File: src/rtl/ua_split_pkg.sv
package ua_split_pkg;
  localparam int LANES     = 4;               // bus lanes (32-bit bus)
  localparam int MAX_BYTES = 8;               // widest request
  localparam int LANE_IW   = $clog2(MAX_BYTES);

  typedef enum logic [1:0] {
    SZ_B = 2'd0,
    SZ_H = 2'd1,
    SZ_W = 2'd2,
    SZ_D = 2'd3
  } acc_size_e;

  typedef enum logic [1:0] {
    ST_IDLE = 2'd0,
    ST_XFER = 2'd1,
    ST_RESP = 2'd2
  } split_state_e;

  // byte count of a size code
  function automatic logic [3:0] size_bytes(input logic [1:0] sz);
    return 4'd1 << sz;
  endfunction
endpackage

File: src/rtl/ua_xfer_plan.sv
// Picks the next naturally aligned transfer: the largest of 4/2/1 bytes
// aligned at the current address and no larger than what is left.
module ua_xfer_plan
  import ua_split_pkg::*;
(
  input  logic [1:0] lo,       // current address within the word
  input  logic [3:0] rem,      // bytes still to move
  output logic [1:0] sz,       // bus size code
  output logic [2:0] nbytes,   // bytes in this transfer
  output logic [3:0] be        // lane enables
);
  logic [3:0] mask;

  always_comb begin
    if (lo == 2'd0 && rem >= 4'd4)      sz = SZ_W;
    else if (!lo[0] && rem >= 4'd2)     sz = SZ_H;
    else                                sz = SZ_B;
  end

  assign nbytes = 3'd1 << sz;

  always_comb begin
    unique case (sz)
      SZ_W:    mask = 4'b1111;
      SZ_H:    mask = 4'b0011;
      default: mask = 4'b0001;
    endcase
  end

  assign be = mask << lo;
endmodule

File: src/rtl/ua_lane_map.sv
// Per lane: which byte of the request value the lane carries, given the
// byte order, and the store lane data.
module ua_lane_map
  import ua_split_pkg::*;
(
  input  logic [1:0]                      lo,
  input  logic [3:0]                      be,
  input  logic [LANE_IW-1:0]              kbase,   // request bytes already moved
  input  logic [3:0]                      wbytes,  // request width in bytes
  input  logic                            big,
  input  logic [8*MAX_BYTES-1:0]          wdata,
  output logic [LANES-1:0][LANE_IW-1:0]   lane_idx,
  output logic [8*LANES-1:0]              lane_wdata
);
  logic [LANE_IW-1:0] top_idx;
  assign top_idx = LANE_IW'(wbytes - 4'd1);

  for (genvar j = 0; j < LANES; j++) begin : g_lane
    logic [LANE_IW-1:0] k;   // memory-order byte position within request
    assign k = kbase + LANE_IW'(j) - LANE_IW'(lo);
    assign lane_idx[j] = big ? (top_idx - k) : k;
    assign lane_wdata[8*j +: 8] = be[j] ? wdata[{lane_idx[j], 3'b000} +: 8] : 8'h00;
  end
endmodule

File: src/rtl/ua_read_merge.sv
// Accumulates enabled load lanes into their value byte positions.
module ua_read_merge
  import ua_split_pkg::*;
(
  input  logic                            clk,
  input  logic                            rst_n,
  input  logic                            clear,
  input  logic                            capture,
  input  logic [LANES-1:0]                be,
  input  logic [LANES-1:0][LANE_IW-1:0]   lane_idx,
  input  logic [8*LANES-1:0]              rdata,
  output logic [8*MAX_BYTES-1:0]          acc
);
  always_ff @(posedge clk) begin
    if (!rst_n || clear) begin
      acc <= '0;
    end else if (capture) begin
      for (int j = 0; j < LANES; j++) begin
        if (be[j]) acc[{lane_idx[j], 3'b000} +: 8] <= rdata[8*j +: 8];
      end
    end
  end
endmodule

File: src/rtl/ua_split_top.sv
module ua_split_top
  import ua_split_pkg::*;
#(
  parameter int ADDR_W = 32
) (
  input  logic              clk,
  input  logic              rst_n,
  input  logic              req_valid,
  output logic              req_ready,
  input  logic [ADDR_W-1:0] req_addr,
  input  logic [1:0]        req_size,
  input  logic              req_write,
  input  logic              req_big,
  input  logic [63:0]       req_wdata,
  input  logic              cfg_fault_en,
  output logic              bus_valid,
  input  logic              bus_ready,
  output logic [ADDR_W-1:0] bus_addr,
  output logic [1:0]        bus_size,
  output logic [3:0]        bus_be,
  output logic              bus_write,
  output logic [31:0]       bus_wdata,
  input  logic [31:0]       bus_rdata,
  output logic              rsp_valid,
  input  logic              rsp_ready,
  output logic [63:0]       rsp_rdata,
  output logic              rsp_fault,
  output logic              busy
);
  split_state_e         state;
  logic [ADDR_W-1:0]    cur_addr;
  logic [3:0]           rem;
  logic [3:0]           wbytes;
  logic [LANE_IW-1:0]   kdone;
  logic                 write_q, big_q, fault_q;
  logic [63:0]          wdata_q;

  logic [1:0]           p_sz;
  logic [2:0]           p_n;
  logic [3:0]           p_be;
  logic [LANES-1:0][LANE_IW-1:0] lane_idx;

  logic accept, xfer_done, last_xfer;
  logic [3:0] req_bytes;
  logic       req_unaligned;

  assign accept    = req_valid && req_ready;
  assign xfer_done = bus_valid && bus_ready;
  assign last_xfer = (rem == {1'b0, p_n});

  assign req_bytes     = size_bytes(req_size);
  assign req_unaligned = (req_addr[2:0] & (3'(req_bytes) - 3'd1)) != 3'd0;

  // ---------------- control ----------------
  always_ff @(posedge clk) begin
    if (!rst_n) begin
      state    <= ST_IDLE;
      cur_addr <= '0;
      rem      <= '0;
      wbytes   <= '0;
      kdone    <= '0;
      write_q  <= 1'b0;
      big_q    <= 1'b0;
      fault_q  <= 1'b0;
      wdata_q  <= '0;
    end else begin
      unique case (state)
        ST_IDLE: if (accept) begin
          state    <= ST_XFER;
          cur_addr <= req_addr;
          rem      <= req_bytes;
          wbytes   <= req_bytes;
          kdone    <= '0;
          write_q  <= req_write;
          big_q    <= req_big;
          wdata_q  <= req_wdata;
          fault_q  <= cfg_fault_en && req_unaligned;   // R9 sampled here
        end
        ST_XFER: if (xfer_done) begin
          cur_addr <= cur_addr + ADDR_W'(p_n);
          rem      <= rem - {1'b0, p_n};
          kdone    <= kdone + LANE_IW'(p_n);
          if (last_xfer) state <= ST_RESP;
        end
        ST_RESP: if (rsp_ready) state <= ST_IDLE;
        default: state <= ST_IDLE;
      endcase
    end
  end

  // ---------------- datapath ----------------
  ua_xfer_plan u_plan (
    .lo     (cur_addr[1:0]),
    .rem    (rem),
    .sz     (p_sz),
    .nbytes (p_n),
    .be     (p_be)
  );

  ua_lane_map u_map (
    .lo         (cur_addr[1:0]),
    .be         (p_be),
    .kbase      (kdone),
    .wbytes     (wbytes),
    .big        (big_q),
    .wdata      (wdata_q),
    .lane_idx   (lane_idx),
    .lane_wdata (bus_wdata)
  );

  ua_read_merge u_merge (
    .clk      (clk),
    .rst_n    (rst_n),
    .clear    (accept),
    .capture  (xfer_done && !write_q),
    .be       (p_be),
    .lane_idx (lane_idx),
    .rdata    (bus_rdata),
    .acc      (rsp_rdata)
  );

  assign req_ready = (state == ST_IDLE);
  assign busy      = !req_ready;
  assign bus_valid = (state == ST_XFER);
  assign bus_addr  = cur_addr;
  assign bus_size  = p_sz;
  assign bus_be    = p_be;
  assign bus_write = write_q;
  assign rsp_valid = (state == ST_RESP);
  assign rsp_fault = rsp_valid && fault_q;

  // ---------------- assertions ----------------
  logic              seen_xfer;
  logic [ADDR_W-1:0] next_exp;
  always_ff @(posedge clk) begin
    if (!rst_n || accept) begin
      seen_xfer <= 1'b0;
      next_exp  <= '0;
    end else if (xfer_done) begin
      seen_xfer <= 1'b1;
      next_exp  <= bus_addr + ADDR_W'(1 << bus_size);
    end
  end

  assert_no_accept_busy_R1: assert property (@(posedge clk) disable iff (!rst_n)
    (bus_valid || rsp_valid) |-> (!req_ready && busy));

  assert_aligned_xfer_R2: assert property (@(posedge clk) disable iff (!rst_n)
    bus_valid |-> (bus_size != 2'd3) && (bus_size != SZ_H || !bus_addr[0]) &&
                  (bus_size != SZ_W || bus_addr[1:0] == 2'd0));

  assert_ascending_R3: assert property (@(posedge clk) disable iff (!rst_n)
    (bus_valid && seen_xfer) |-> (bus_addr == next_exp));

  assert_lane_enables_R4: assert property (@(posedge clk) disable iff (!rst_n)
    bus_valid |-> ($countones(bus_be) == (1 << bus_size)) && bus_be[bus_addr[1:0]]);

  assert_bus_hold_R7: assert property (@(posedge clk) disable iff (!rst_n)
    (bus_valid && !bus_ready) |=> bus_valid && $stable(bus_addr) && $stable(bus_be) &&
                                  $stable(bus_size) && $stable(bus_wdata));

  assert_rsp_hold_R8: assert property (@(posedge clk) disable iff (!rst_n)
    (rsp_valid && !rsp_ready) |=> rsp_valid && $stable(rsp_rdata) && $stable(rsp_fault));

  assert_fault_with_rsp_R9: assert property (@(posedge clk) disable iff (!rst_n)
    rsp_fault |-> rsp_valid);
endmodule

File: config.mk
export PLATFORM = sky130hd
export DESIGN_NAME = ua_split_top
export DESIGN_NICKNAME = d
export VERILOG_FILES = /design/src/rtl/ua_split_pkg.sv /design/src/rtl/ua_xfer_plan.sv /design/src/rtl/ua_lane_map.sv /design/src/rtl/ua_read_merge.sv /design/src/rtl/ua_split_top.sv
export SDC_FILE = /design/constraint.sdc
export NUM_CORES = 1
export LEC_CHECK = 0
export BUFFER_PORTS_ARGS = -buffer_cell sky130_fd_sc_hd__buf_4
export CORE_UTILIZATION = 35
export DETAILED_ROUTE_END_ITERATION = 16
export PLACE_DENSITY = 0.67
export SLEW_MARGIN = 20
export SYNTH_ARGS = -nofsm -noshare
export SYNTH_HDL_FRONTEND = slang
export SYNTH_SLANG_ARGS = --single-unit
export TNS_END_PERCENT = 10
File: constraint.sdc
create_clock -name clk -period 15.57 [get_ports clk]
set_input_delay 2.3355 -clock clk [delete_from_list [all_inputs] [get_ports clk]]
set_output_delay 2.3355 -clock clk [all_outputs]
set_load 0.005 [all_outputs]
[Word-level counts from Yosys, hierarchy flattened]
Cells that the tools add are included.
Cells by class
  $add $sub $neg: 20
  $mul: 0
  div/mod/pow operators: 0
  $lt $le $gt $ge: 2
  equality and inequality tests: 9
  shift operators: 15
  muxes and demuxes: 39
  bitwise logic cells: 1
  reduce and logical (&&, ||, !) cells: 19
Operators by type and width (number)
  2-to-1 mux 64 bit: 10
  bitwise mux 64 bit: 4
  variable shift 8 x 8 -> 64 bit, first input constant: 4
  indexed part select 64 x 7 -> 8 bit: 4
  indexed part select 8 x 8 -> 64 bit: 4
  2-to-1 mux 32 bit: 2
  case mux 32 bit (2 select lines): 1
  adder 32 x 3 -> 32 bit: 1
  2-to-1 mux 8 bit: 4
  negation 6 -> 8 bit: 4
  2-to-1 mux 3 bit: 6
  case mux 4 bit (2 select lines): 2
  subtractor 3 x 2 -> 3 bit: 4
  subtractor 3 bit: 4
  2-to-1 mux 2 bit: 5
  2-to-1 mux 4 bit: 2
  != test 2 x 1 -> 1 bit, second input constant: 4
  logical AND 1 bit: 7
  adder 3 x 2 -> 3 bit, second input constant: 2
  case mux 2 bit (3 select lines): 1
  case mux 3 bit (2 select lines): 1
  subtractor 3 x 1 -> 3 bit, second input constant: 2
  == test 2 x 1 -> 1 bit, second input constant: 2
  == test 2 bit, second input constant: 2
  other kinds (19): 23
Word-level totals
  register bits after elaboration: 175
  bits in latches: 0
  memory bits (writable): 0
  bits in read-only memories: 0
  memories kept: 0

[Longest topological paths before layout]
  word-level depth: 20
  depth in mapped cells: 21
  depth with buffers taken out: 18

[Modules after synthesis]
A second synthesis with hierarchy kept.
Unflattened totals
  cells, all modules: 1734
  area total of the unflattened synthesis: 13514.2 µm²
By module, submodules not included
  ua_read_merge: instances 1, cells each 712, area an instance 5330.1 µm²
  ua_split_top: instances 1, cells each 662, area an instance 5111.2 µm²
  ua_lane_map: instances 1, cells each 344, area an instance 2987.9 µm²
  ua_xfer_plan: instances 1, cells each 16, area an instance 85.1 µm²

[Worst setup path after synthesis]
No wires, ideal clock.
  kind: reg2out
  from: reg cur_addr[0], in the netlist bus_addr[0]
  to: out bus_wdata[5]
  data arrival time: 3.521 ns
  path slack: 9.713 ns
  stages on the path, launching flop included: 15
  buffers on the path: 2
  cells stage by stage: dfxtp_1 -> buf_1 -> inv_1 -> ha_1 -> inv_1 -> ha_1 -> inv_1 -> ha_1 -> o21ai_1 -> a31oi_2 -> nor2_2 -> buf_4 -> mux4_2 -> nand2_1 -> a21oi_1
Between the ends
  word-level cells in the longest chain between the ends: 8
  elaborated cells on any way between the ends: 15
Ends and longest elaborated chain
  start: declaration: RTL line ua_split_top.sv:31  | logic [ADDR_W-1:0] cur_addr;
  start signal: assignment: RTL line ua_split_top.sv:70  | cur_addr <= req_addr;
  start signal: assignment: RTL line ua_split_top.sv:80  | cur_addr <= cur_addr + ADDR_W'(p_n);
  branches (longest 7 deep; another with subtractor 3 x 2 -> 3 bit)
  2-to-1 mux 8 bit (*): RTL line ua_lane_map.sv:22  | assign lane_wdata[8*j +: 8] = be[j] ? wdata[{lane_idx[j], 3'b000} +: 8] : 8'h00;
  end: declaration: RTL line ua_split_top.sv:22  | output logic [31:0] bus_wdata,
Every way passes the cells marked *.

[Final worst setup path]
  from: reg cur_addr[0], in the netlist bus_addr[0]
  to: out bus_wdata[16]
The elaborated chain is that of the path after synthesis.

==> impl_metrics.csv <==
group,metric,value,unit
layout,final_common_cell,"nand2_1",
detailed_routing,route.detailed.drc,0,
floorplanning,die_x,199,um
sta,finalCritPeriodShare,45.8,%
sta,postLayoutSetupSlackWorst,8.43,ns
worst_setup_path,endpoint_kind,"output pin",
synth,syn_area_per_cell,7.74,um^2
worst_setup_path,cp-start-kind,"flop",
synth,syn_inst,1747,
pwr,switchingPower,0.000920,W
synth,yosysSeqAreaShare,25.9,%
cts,cts_resized,0,
pwr,power.internal,0.00108,W
detailed_routing,avgViaCountPerCell,6.23,
detailed_routing,wl_per_cell,22.8,um
flow_run,maxCapViolations,0,
synth,synthArstFlopShare,0,%
worst_setup_path,crit_path_end,"bus_wdata[16]",
synth,yosysWarnings,0,
cts,clk_pin_slew,0.07,ns
synth,synth-seq-cells,175,
layout,stdcell_count,2441,
worst_setup_path,ff2ff_path_depth,15,
min_path,hp-class,"flop to flop",
placed_design,place_inst,2409,
layout,mostFrequentLayoutCells,"339 x nand2_1, 301 x buf_4, 175 x dfxtp_1, 108 x nor2_1, 100 x a21oi_1",
detailed_routing,first_pass_iters,7,
cts,htree_levels,4,
global_route,grt_overflow,0,
pwr,p_leak,6.57,nW
worst_setup_path,path_max_fanout,34,
cts,clkSinkCount,175,
floorplanning,io_pins,278,
placed_design,place_hpwl,39.1,mm
worst_setup_path,reg2reg_slack,9.48,ns
detailed_routing,first_iter_violations,1603,
cts,insertion_delay,0.48,ns
detailed_routing,ant_nets,0,
floorplanning,placementRows,71,
sta,max_slew_margin,26.2,%
synth,synth.area.mux_share,11.4,%
detailed_routing,route.final.wire_length,55.7,mm
layout,stdcell_area,16500,um^2
floorplanning,start_util,35.8,%
worst_setup_path,required,13.23,ns
sta,rsz0062_at_grt,"false",
synth,synth_top_family_by_area,"compound AO/OA/AOI/OAI gates",
synth,synthDistinctLibCells,91,
cts,cts_hold_buf,0,
pwr,swShare,45.9,%
layout,syn2layout_area_growth,21.6,%
synth,synth_xor_area_share,1.78,%
layout,antenna_cells,0,
placed_design,placed_area,15900,um^2
placed_design,place.gp.congestion,0.960,
worst_setup_path,r2r_end,"u_merge.acc[54]",
sta,skew,0.0234,ns
sta,setup_viol,0,
synth,synthFlopType,"dfxtp_1",
cts,postCtsSetupBuffers,0,
global_route,grt_usage,27.9,%
placed_design,port_buffers,277,
pwr,pwr-share-comb,51.2,%
pwr,pwr-share-clk,21.8,%
placed_design,place_ws,9.04,ns
worst_setup_path,critPathArrivalTime,4.80,ns
worst_setup_path,cp-startpoint,"bus_addr[0]",
global_route,grt_max_degree,110,
floorplanning,die_area,39400,um^2
synth,netlist_area,13500,um^2
cts,ctsRootBufferMaster,"clkbuf_16",
cts,cts-buffers-inserted,17,
synth,synthAdderAreaFrac,3.57,%
pwr,pwr_density_cell,122,nW/um^2
outcome,status,"finished, final reports clean",
worst_setup_path,rr_startpoint,"bus_addr[0]",
layout,drive_gt1_share,22.4,%
layout,fillers,3875,
worst_setup_path,path_class,"flop to output pin",
sta,finalHoldViolCount,0,
synth,synth_edf_count,0,
global_route,antenna_found_initial,3,
layout,nNetsFinal,2090,
synth,yosys.area_share.simple,23.3,%
pwr,peakVddDrop,0.000106,V
floorplanning,core,37800,um^2
global_route,first_global_vias,14000,
sta,fmax,0.140,GHz
sta,maxSlewViolCount,0,
cts,ctsLongestPathBuffers,2,
sta,tns,0,ns
sta,tightest_slew,1.11,ns
sta,period_minus_slack,7.14,ns
synth,synth-compound-area-share,28.2,%
pwr,power,0.00200,W
detailed_routing,num_vias,15200,
cts,cts_tree,"done",
global_route,grt_pass1_wl,83.7,mm
pwr,seqPwrFrac,27.0,%
synth,syn_nets,1920,
floorplanning,die_h,199,um
==> state kept, by name, indices dropped and copies added (netlist names) <==
name,count
big_q,1
fault_q,1
state,2
kdone,3
wdata_q,64
bus_addr,32
wbytes,3
bus_write,1
rem,4
u_merge.acc,64
==> routing by layer <==
metal  vias up  global-route usage, %  wire length, um
met5         -                      0               31
li1       6807                      -                -
met2      1035                   42.8            24300
met3       144                   8.04             7040
met4         4                   10.1             1920
met1      7212                   37.0            22400
==> worst min-delay path by stage <==
stage                               start              end  slack [ns]  cells past startpoint
final                           wbytes[1]        wbytes[1]        0.48                      2
after global routing      u_merge.acc[42]  u_merge.acc[42]        0.48                      2
after global placement            fault_q          fault_q        0.45                      2
after CTS                 u_merge.acc[42]  u_merge.acc[42]        0.47                      2
after floorplan                   fault_q          fault_q        0.44                      2
after detailed placement  u_merge.acc[42]  u_merge.acc[42]        0.46                      2
==> power by group through the flow <==
stage / logic (W) / registers (W) / clock network, W
finish: 0.00103 / 0.000541 / 0.000438
global route: 0.00110 / 0.000546 / 0.000461
CTS: 0.00101 / 0.000539 / 0.000442
detailed placement: 0.00100 / 0.000549 / 0
global placement: 0.000984 / 0.000547 / 0
floorplan: 0.000677 / 0.000530 / 0
==> critical path, cell delays in order (launching register included) <==
cell,delay (ns)
dfxtp_1,0.72
inv_1,0.15
ha_1,0.41
inv_1,0.09
ha_1,0.20
fa_1,0.58
a21oi_2,0.07
buf_4,0.26
inv_1,0.81
nand2_1,0.11
and3_1,0.22
a311oi_1,0.29
a31oi_1,0.08
nor2_1,0.20
buf_4,0.14
==> cells in the mapped netlist (all sizes together) (13+ instances only) <==
master	instances	share of area [%]
dfxtp	175	26
and3	26	1.2
a21boi	73	4.1
a21oi	105	3.9
and2	23	1.1
mux2i	45	3.3
nor2	109	3.0
o21ai	89	3.3
a311oi	13	0.89
mux4	48	8.0
a221o	15	1.1
nand2	340	9.4
o211ai	14	0.78
ha	29	2.7
inv	53	1.5
a211o	28	1.8
o221a	13	1.1
o31ai	19	1.1
nand4	17	0.79
clkbuf	117	3.2
a221oi	19	1.3
a21o	13	0.72
nor3	36	1.5
a31oi	33	1.6
nand3	68	2.5
buf	33	1.2
==> cell families after synthesis <==
| kind of cell | after synthesis |
|---|---|
| AND/OR/NAND/NOR | 688 |
| AO/OA/AOI/OAI | 535 |
| buffers and inverters | 203 |
| flip-flops | 175 |
| multiplexers | 94 |
| adder cells (fa/ha/maj) | 35 |
| XOR/XNOR | 17 |
==> through the flow <==
step / hold WS, ns / utilization, %
floorplan: 0.439 / -
global route: 0.485 / 43.5
detailed placement: 0.461 / 42.0
finish: 0.476 / 43.5
global placement: 0.454 / 42.0
CTS: 0.474 / 43.5
==> cell type report <==
type	count	area [um^2]	share of cell area, %
clock buffers	17	425	2.59
flip-flops and latches	175	3500	21.3
clock inverters	15	154	0.935
multi-input cells	1369	9280	56.4
well taps	511	639	3.89
inverters	53	199	1.21
repair buffers	301	2260	13.7
No activity file was read; power rests on OpenSTA's default activity.
